===== config.mk =====
export PLATFORM = sky130hd
export DESIGN_NAME = gpio_bank
export DESIGN_NICKNAME = d
export VERILOG_FILES = /design/src/rtl/gpio_bank_pkg.sv /design/src/rtl/gpio_word.sv /design/src/rtl/gpio_sync.sv /design/src/rtl/gpio_bank.sv
export SDC_FILE = /design/constraint.sdc
export NUM_CORES = 1
export LEC_CHECK = 0
export ABC_AREA = 1
export CORE_AREA = 2 2 97 99
export CTS_BUF_LIST = sky130_fd_sc_hd__clkbuf_4 sky130_fd_sc_hd__clkbuf_8 sky130_fd_sc_hd__clkbuf_16
export DETAILED_ROUTE_END_ITERATION = 8
export DIE_AREA = 0 0 99 101
export DONT_BUFFER_PORTS = 1
export SETUP_SLACK_MARGIN = 0.05
export SLEW_MARGIN = 20
export SYNTH_ARGS = -nofsm -noshare
export SYNTH_HDL_FRONTEND = slang
export SYNTH_HIERARCHICAL = 1
export SYNTH_SLANG_ARGS = --single-unit

===== constraint.sdc =====
create_clock -name clk -period 1.9 [get_ports clk]
set_input_delay 0.38 -clock clk [delete_from_list [all_inputs] [get_ports clk]]
set_output_delay 0.38 -clock clk [all_outputs]
set_load 0.1 [all_outputs]

===== src/rtl/gpio_bank_pkg.sv =====
package gpio_bank_pkg;

    // Register selector; the encoding equals the word index of each register.
    typedef enum logic [2:0] {
        SEL_OUT     = 3'd0,
        SEL_OUT_SET = 3'd1,
        SEL_OUT_CLR = 3'd2,
        SEL_DIR     = 3'd3,
        SEL_DIR_SET = 3'd4,
        SEL_DIR_CLR = 3'd5,
        SEL_PIN     = 3'd6,
        SEL_NONE    = 3'd7
    } reg_sel_e;

    // One write command for a state word.
    typedef struct packed {
        logic load;   // replace the whole word
        logic set;    // OR in the written ones
        logic clr;    // clear the written ones
    } word_op_t;

    localparam int unsigned LAST_WORD = 6;

endpackage


===== src/rtl/gpio_word.sv =====
module gpio_word
    import gpio_bank_pkg::*;
#(
    parameter int unsigned W = 16
) (
    input  logic         clk,
    input  logic         rst_n,
    input  word_op_t     op,
    input  logic [W-1:0] wdata,
    output logic [W-1:0] q
);

    typedef struct packed {
        logic [W-1:0] bits;
    } word_state_t;

    word_state_t st_d, st_q;

    always_comb begin
        st_d = st_q;
        if (op.load) begin
            st_d.bits = wdata;
        end else if (op.set) begin
            st_d.bits = st_q.bits | wdata;
        end else if (op.clr) begin
            st_d.bits = st_q.bits & ~wdata;
        end
    end

    always_ff @(posedge clk) begin
        if (!rst_n) begin
            st_q <= '0;
        end else begin
            st_q <= st_d;
        end
    end

    assign q = st_q.bits;

    AST_SET_KEEPS_ONES: assert property (@(posedge clk) disable iff (!rst_n)
        (op.set && !op.load) |=> (q == ($past(q) | $past(wdata))));

    AST_CLR_DROPS_ONES: assert property (@(posedge clk) disable iff (!rst_n)
        (op.clr && !op.load && !op.set) |=> (q == ($past(q) & ~$past(wdata))));

    AST_IDLE_HOLDS: assert property (@(posedge clk) disable iff (!rst_n)
        (!op.load && !op.set && !op.clr) |=> $stable(q));

endmodule


===== src/rtl/gpio_sync.sv =====
module gpio_sync #(
    parameter int unsigned W      = 16,
    parameter int unsigned STAGES = 2
) (
    input  logic         clk,
    input  logic         rst_n,
    input  logic [W-1:0] async_in,
    output logic [W-1:0] sync_out
);

    logic [STAGES-1:0][W-1:0] chain_d, chain_q;

    always_comb begin
        chain_d[0] = async_in;
        for (int s = 1; s < STAGES; s++) begin
            chain_d[s] = chain_q[s-1];
        end
    end

    always_ff @(posedge clk) begin
        if (!rst_n) begin
            chain_q <= '0;
        end else begin
            chain_q <= chain_d;
        end
    end

    assign sync_out = chain_q[STAGES-1];

endmodule


===== src/rtl/gpio_bank.sv =====
module gpio_bank
    import gpio_bank_pkg::*;
#(
    parameter int unsigned PINS   = 16,
    parameter int unsigned BUS_W  = 32,
    parameter int unsigned ADDR_W = 8
) (
    input  logic              clk,
    input  logic              rst_n,
    input  logic [ADDR_W-1:0] bus_addr,
    input  logic              bus_we,
    input  logic [BUS_W-1:0]  bus_wdata,
    output logic [BUS_W-1:0]  bus_rdata,
    input  logic [PINS-1:0]   pad_in,
    output logic [PINS-1:0]   pad_out,
    output logic [PINS-1:0]   pad_oe
);

    localparam int unsigned WORD_W = ADDR_W - 2;
    localparam int unsigned PAD_W  = BUS_W - PINS;

    typedef struct packed {
        reg_sel_e sel;
        word_op_t out_op;
        word_op_t dir_op;
    } decode_t;

    decode_t           dec;
    logic [WORD_W-1:0] word_idx;
    logic [PINS-1:0]   out_q, dir_q, pins_sync, pin_view;
    logic [PINS-1:0]   rd_bits;

    assign word_idx = bus_addr[ADDR_W-1:2];

    // Address decode and write steering.
    always_comb begin
        dec.sel = SEL_NONE;
        if (word_idx <= WORD_W'(LAST_WORD)) begin
            dec.sel = reg_sel_e'(word_idx[2:0]);
        end
        dec.out_op      = '0;
        dec.dir_op      = '0;
        dec.out_op.load = bus_we && (dec.sel == SEL_OUT);
        dec.out_op.set  = bus_we && (dec.sel == SEL_OUT_SET);
        dec.out_op.clr  = bus_we && (dec.sel == SEL_OUT_CLR);
        dec.dir_op.load = bus_we && (dec.sel == SEL_DIR);
        dec.dir_op.set  = bus_we && (dec.sel == SEL_DIR_SET);
        dec.dir_op.clr  = bus_we && (dec.sel == SEL_DIR_CLR);
    end

    gpio_word #(.W(PINS)) u_out_word (
        .clk   (clk),
        .rst_n (rst_n),
        .op    (dec.out_op),
        .wdata (bus_wdata[PINS-1:0]),
        .q     (out_q)
    );

    gpio_word #(.W(PINS)) u_dir_word (
        .clk   (clk),
        .rst_n (rst_n),
        .op    (dec.dir_op),
        .wdata (bus_wdata[PINS-1:0]),
        .q     (dir_q)
    );

    gpio_sync #(.W(PINS), .STAGES(2)) u_pad_sync (
        .clk      (clk),
        .rst_n    (rst_n),
        .async_in (pad_in),
        .sync_out (pins_sync)
    );

    // Per-pin view: an output pin reports its driven value.
    for (genvar i = 0; i < PINS; i++) begin : g_view
        assign pin_view[i] = dir_q[i] ? out_q[i] : pins_sync[i];
    end

    always_comb begin
        unique case (dec.sel)
            SEL_OUT: rd_bits = out_q;
            SEL_DIR: rd_bits = dir_q;
            SEL_PIN: rd_bits = pin_view;
            default: rd_bits = '0;
        endcase
    end

    assign bus_rdata = {{PAD_W{1'b0}}, rd_bits};
    assign pad_out   = out_q;
    assign pad_oe    = dir_q;

    AST_OUT_LOAD: assert property (@(posedge clk) disable iff (!rst_n)
        (bus_we && (bus_addr[ADDR_W-1:2] == WORD_W'(0)))
        |=> (pad_out == $past(bus_wdata[PINS-1:0])));

    AST_DIR_LOAD: assert property (@(posedge clk) disable iff (!rst_n)
        (bus_we && (bus_addr[ADDR_W-1:2] == WORD_W'(3)))
        |=> (pad_oe == $past(bus_wdata[PINS-1:0])));

    AST_ALIAS_READS_ZERO: assert property (@(posedge clk) disable iff (!rst_n)
        ((bus_addr[ADDR_W-1:2] == WORD_W'(1)) || (bus_addr[ADDR_W-1:2] == WORD_W'(2)) ||
         (bus_addr[ADDR_W-1:2] == WORD_W'(4)) || (bus_addr[ADDR_W-1:2] == WORD_W'(5)))
        |-> (bus_rdata == '0));

    AST_OUTPUT_READBACK: assert property (@(posedge clk) disable iff (!rst_n)
        (bus_addr[ADDR_W-1:2] == WORD_W'(6))
        |-> ((bus_rdata[PINS-1:0] & pad_oe) == (pad_out & pad_oe)));

endmodule


# After elaboration in Yosys (flattened, before gate mapping)
# Cells that the tools add are included.
# classes
n_lt_le_gt_ge	1
eq_ne	6
mux	24
bitwise	5
reduce_logical	9
# ops
cell	count
2-to-1 mux 16 bit	6
case mux 16 bit (3 select lines)	1
bitwise AND 16 bit	2
OR 16 bit	2
2-to-1 mux 1 bit	16
NOT 16 bit	1
== test 3 bit, second input constant	3
== test 3 x 2 -> 1 bit, second input constant	2
<= comparator 6 x 3 -> 1 bit, second input constant	1
logical AND 1 bit	6
nonzero test 3 bit	2
== test 3 x 1 -> 1 bit, second input constant	1
logical NOT 3 bit	1
2-to-1 mux 3 bit	1
# word_totals
reg_bits	64
inputBits	59
out_inout_bits	64
elab_cells	49

# Depth between registers and ports, before layout
# depth
word_depth	7
ltp_mapped	10
ltp_nobuf	9

# Hierarchy
# The synthesis kept the hierarchy.
# modules_own_cells
mod	instances	cells_per_inst	area_per_inst_um2	seq_area_each_um2
gpio_word	2	106	814.5	320.3
gpio_bank	1	155	938.4	0.0
gpio_sync	1	99	914.6	640.6

# Worst setup path before layout
# Ideal clock, no wire load.
# synth_timing
path_type	register to output
from	reg with a tool-made name
to	out bus_rdata[14]
t_arrival_ns	1.809
required_ns	1.520
slack_ns	-0.289
path_stages_with_launch	4
n_path_buf	0
path_cell_list	dfxtp_1 o21ai_0 nand2_2 nand3_2
# synth_rtl
element	line	rtl
to (decl)	gpio_bank.sv:13	output logic [BUS_W-1:0] bus_rdata,

# Worst setup path in the final report
# layout_timing
from	in bus_addr[7]
to	out bus_rdata[14]
# layout_between
elab_chain_cells	4
elab_cells_between_ends	6
classes_between	1 x order compare; 2 x eq/ne; 2 x mux; 1 x reduce/logical
# layout_lines
element	line	rtl
from (decl)	gpio_bank.sv:10	input logic [ADDR_W-1:0] bus_addr,
<= comparator 6 x 3 -> 1 bit *	gpio_bank.sv:38	if (word_idx <= WORD_W'(LAST_WORD)) begin
2-to-1 mux 3 bit *	gpio_bank.sv:38	
== test 3 bit, or another cell as far along	gpio_bank.sv:80	unique case (dec.sel)
case mux 16 bit (3 select lines) *	gpio_bank.sv:80	
# Mark *: on every way between the ends. The rest lies on a longest branch, timed or not.

==> metrics.yaml <==
p_switching_w: 0.000776
crit_chain: "nor2_4 -> nand3_2 -> nor2_4 -> buf_4 -> nand3_1 -> nand3_2 -> buf_12"
final-hold-violation-count: 0
drt_iter0_drc: 120
wire_per_inst_um: 13.3
antenna_found_initial: 0
floorplan.initialDensity_pct: 38.8
status: "completed"
overflow: 0
rows: 35
synth_compound_area_share_pct: 9.05
place.gp.congestion: 0.774
slowest_stage: "buf_4"
worst_slack_ps: 144
yosysTopAreaCellShare_pct: 36.8
hp-start: "rst_n"
synthMuxAreaShare_pct: 0
yosysWarnings: 6
post_cts_buffers: 0
grt_pass1_vias: 2655
antennaDiodeCount: 0
min_delay_worst_endpoint: "u_pad_sync/chain_d[17]"
grt_use_total_pct: 17.5
maxCapViolations: 0
preCtsSetupSlack_ps: 57.6
hpwl_mm: 6.26
cts_buffer_depth: 2
internal_power_w: 0.00209
combPwrFrac_pct: 11.9
firstDrtPassIters: 4
hold_path_class: "in2reg"
die_h_um: 101
arrival_ps: 1380
synth-seq-area-share_pct: 36.8
synth_top_area_cell: "dfxtp_1"
clock_latency_ps: 340
die_x_um: 99
fillers: 871
ys_types: 27
peakVddDrop_mv: 0.353
setup_viol: 0
ys_ff_latch: 64
min_period_over_period_pct: 92.4
syn_area_um2: 3480
io_pins: 123
r2r_slack_ps: 930
synth_top_family_by_area: "simple AND/OR/NAND/NOR gates"
wl_mm: 8.50
postSynthCellCount: 466
slew_violations: 0
cts.sinks: 64
swShare_pct: 27.1
path_clk_slew_ps: 60
cp.required_ps: 1520
skew_ps: 6.96
ant_nets: 0
synth-xor-area-share_pct: 0
cp-start-kind: "primary input"
synth-adder-area-share_pct: 0
tns_ps: 0
grt_max_degree: 35
drive_gt1_share_pct: 40.2
rsz0062_at_grt: "no"
hold_slack_ps: 142
port_buffers: 0
core_um2: 8980
die-area_um2: 10000
cts-root-buf: "clkbuf_8"
avgViaCountPerCell: 4.46
htreeDepth: 3
grt_first_pass_wirelength_mm: 13.6
fin_crit_ps: 1760
synth_area_leaders: "dfxtp_1, nand2_1, nand2_2, inv_1, nand3_2"
path_class: "in2out"
power.share.clock_pct: 39.4
fin_nets: 583
cts_buffers: 9
avgSynthCellArea_um2: 7.47
min_path_cells: 2
worstPathMaxFanout: 10
synth-simple-area-share_pct: 39.4
syn2layout_area_growth_pct: 24.6
p_per_area_nw_per_um2: 660
postCtsHoldBufs: 0
p_leak_nw: 2.00
drc: 0
slowest_delay_ps: 200
cp-end-kind: "primary output"
cts_tree: "yes"
max_freq_mhz: 569
vias: 2847
ff2ff_path_depth: 3
cts_resized: 0
seq_power_share_pct: 48.7
[cells in the mapped netlist]
library cell    n
clkbuf_2        2
nand3_2        18
or2_1           2
conb_1          1
buf_6           5
nor2_1          4
nor3_1          3
a21oi_1        12
nor2_8          1
dfxtp_1        64
nand3_1        16
buf_4          19
a21oi_2        20
nor2_4          3
buf_1           1
or2_0          20
nand2_1       139
buf_12          4
o21ai_0        16
nand4_1         1
or2_2          12
inv_2           3
inv_1          53
nand2_2        42
nor4_1          2
nand2_4         1
clkbuf_1        2
[how the worst max path moves through the flow]
stage / endpoint / slack [ps] / start / cells after the start
2_1_floorplan: bus_rdata[14] / -90 / register / 4
3_3_place_gp: bus_rdata[0] / 90 / bus_addr[7] / 6
3_5_place_dp: bus_rdata[0] / 60 / bus_addr[7] / 6
4_1_cts: bus_rdata[0] / 50 / bus_addr[7] / 6
5_1_grt: bus_rdata[5] / 70 / bus_addr[7] / 7
6_report: bus_rdata[14] / 140 / bus_addr[7] / 7
[power groups by stage]
stage	Combinational [W]	Clock, W	Sequential [W]
global placement	0.000336	0	0.00142
detailed placement	0.000339	0	0.00142
global route	0.000363	0.00123	0.00140
floorplan	0.000296	0	0.00146
finish	0.000340	0.00113	0.00139
CTS	0.000339	0.00117	0.00139
[cell type report]
class | instances | area (µm²) | share of cell area (%)
multi-input cells | 328 | 1770 | 40.7
clock buffers | 11 | 145 | 3.35
inverters | 56 | 210 | 4.85
well taps | 111 | 139 | 3.20
repair buffers | 65 | 713 | 16.4
clock inverters | 3 | 43.8 | 1.01
flip-flops and latches | 64 | 1320 | 30.4
[cells by family after synthesis]
family / count (synthesis)
other: 1
DFF: 64
and+or+nand+nor: 264
buffers and inverters: 89
AOI/OAI and AO/OA: 48
[stage by stage]
| stage | utilization, % | area (µm²) | std cells | power, W |
|---|---|---|---|---|
| final | 48.3 | 4340 | 638 | 0.00286 |
| after global routing | 48.3 | 4340 | 638 | 0.00299 |
| after CTS | 48.0 | 4310 | 636 | 0.00291 |
| after detailed placement | 45.9 | 4120 | 622 | 0.00176 |
| after global placement | 45.9 | 4120 | 622 | 0.00176 |
| after floorplan | - | 3580 | 481 | 0.00175 |
[critical path: cells and delay by family]
family        cells  cell delay (ps)
buf+inv           2              380
simple gates      5              620
[cells in the final DEF (no fill, tap or decap)]
cell type,netlist,final
nor3_1,3,2
clkinv_4,0,1
inv_1,53,53
nor4_4,0,1
inv_2,3,3
bufinv_16,0,1
nand4_1,1,1
nor4_1,2,1
clkbuf_4,0,1
nor2_1,4,4
nor3_2,0,1
or2_1,2,2
nor2_8,1,1
nand2_2,42,42
or2_0,20,20
o21ai_0,16,16
nand2_4,1,1
buf_4,19,47
buf_12,4,18
clkinv_2,0,1
dfxtp_1,64,33
a21oi_1,12,12
nand2_1,139,139
nor2_4,3,3
dfxtp_2,0,31
conb_1,1,16
or2_2,12,12
a21oi_2,20,20
nand3_1,16,16
nand3_2,18,18
clkbuf_8,0,10
[layer usage]
layer	routed length (µm)	part of all wire, %	vias up	GRT usage (%)
met1	3820	45	1256	21.3
met4	127	1.5	0	7.27
met2	4050	48	73	29.3
met3	506	6.0	10	4.58
met5	0	0	-	0
li1	-	-	1508	-
Power figures use the tool's default switching activity.
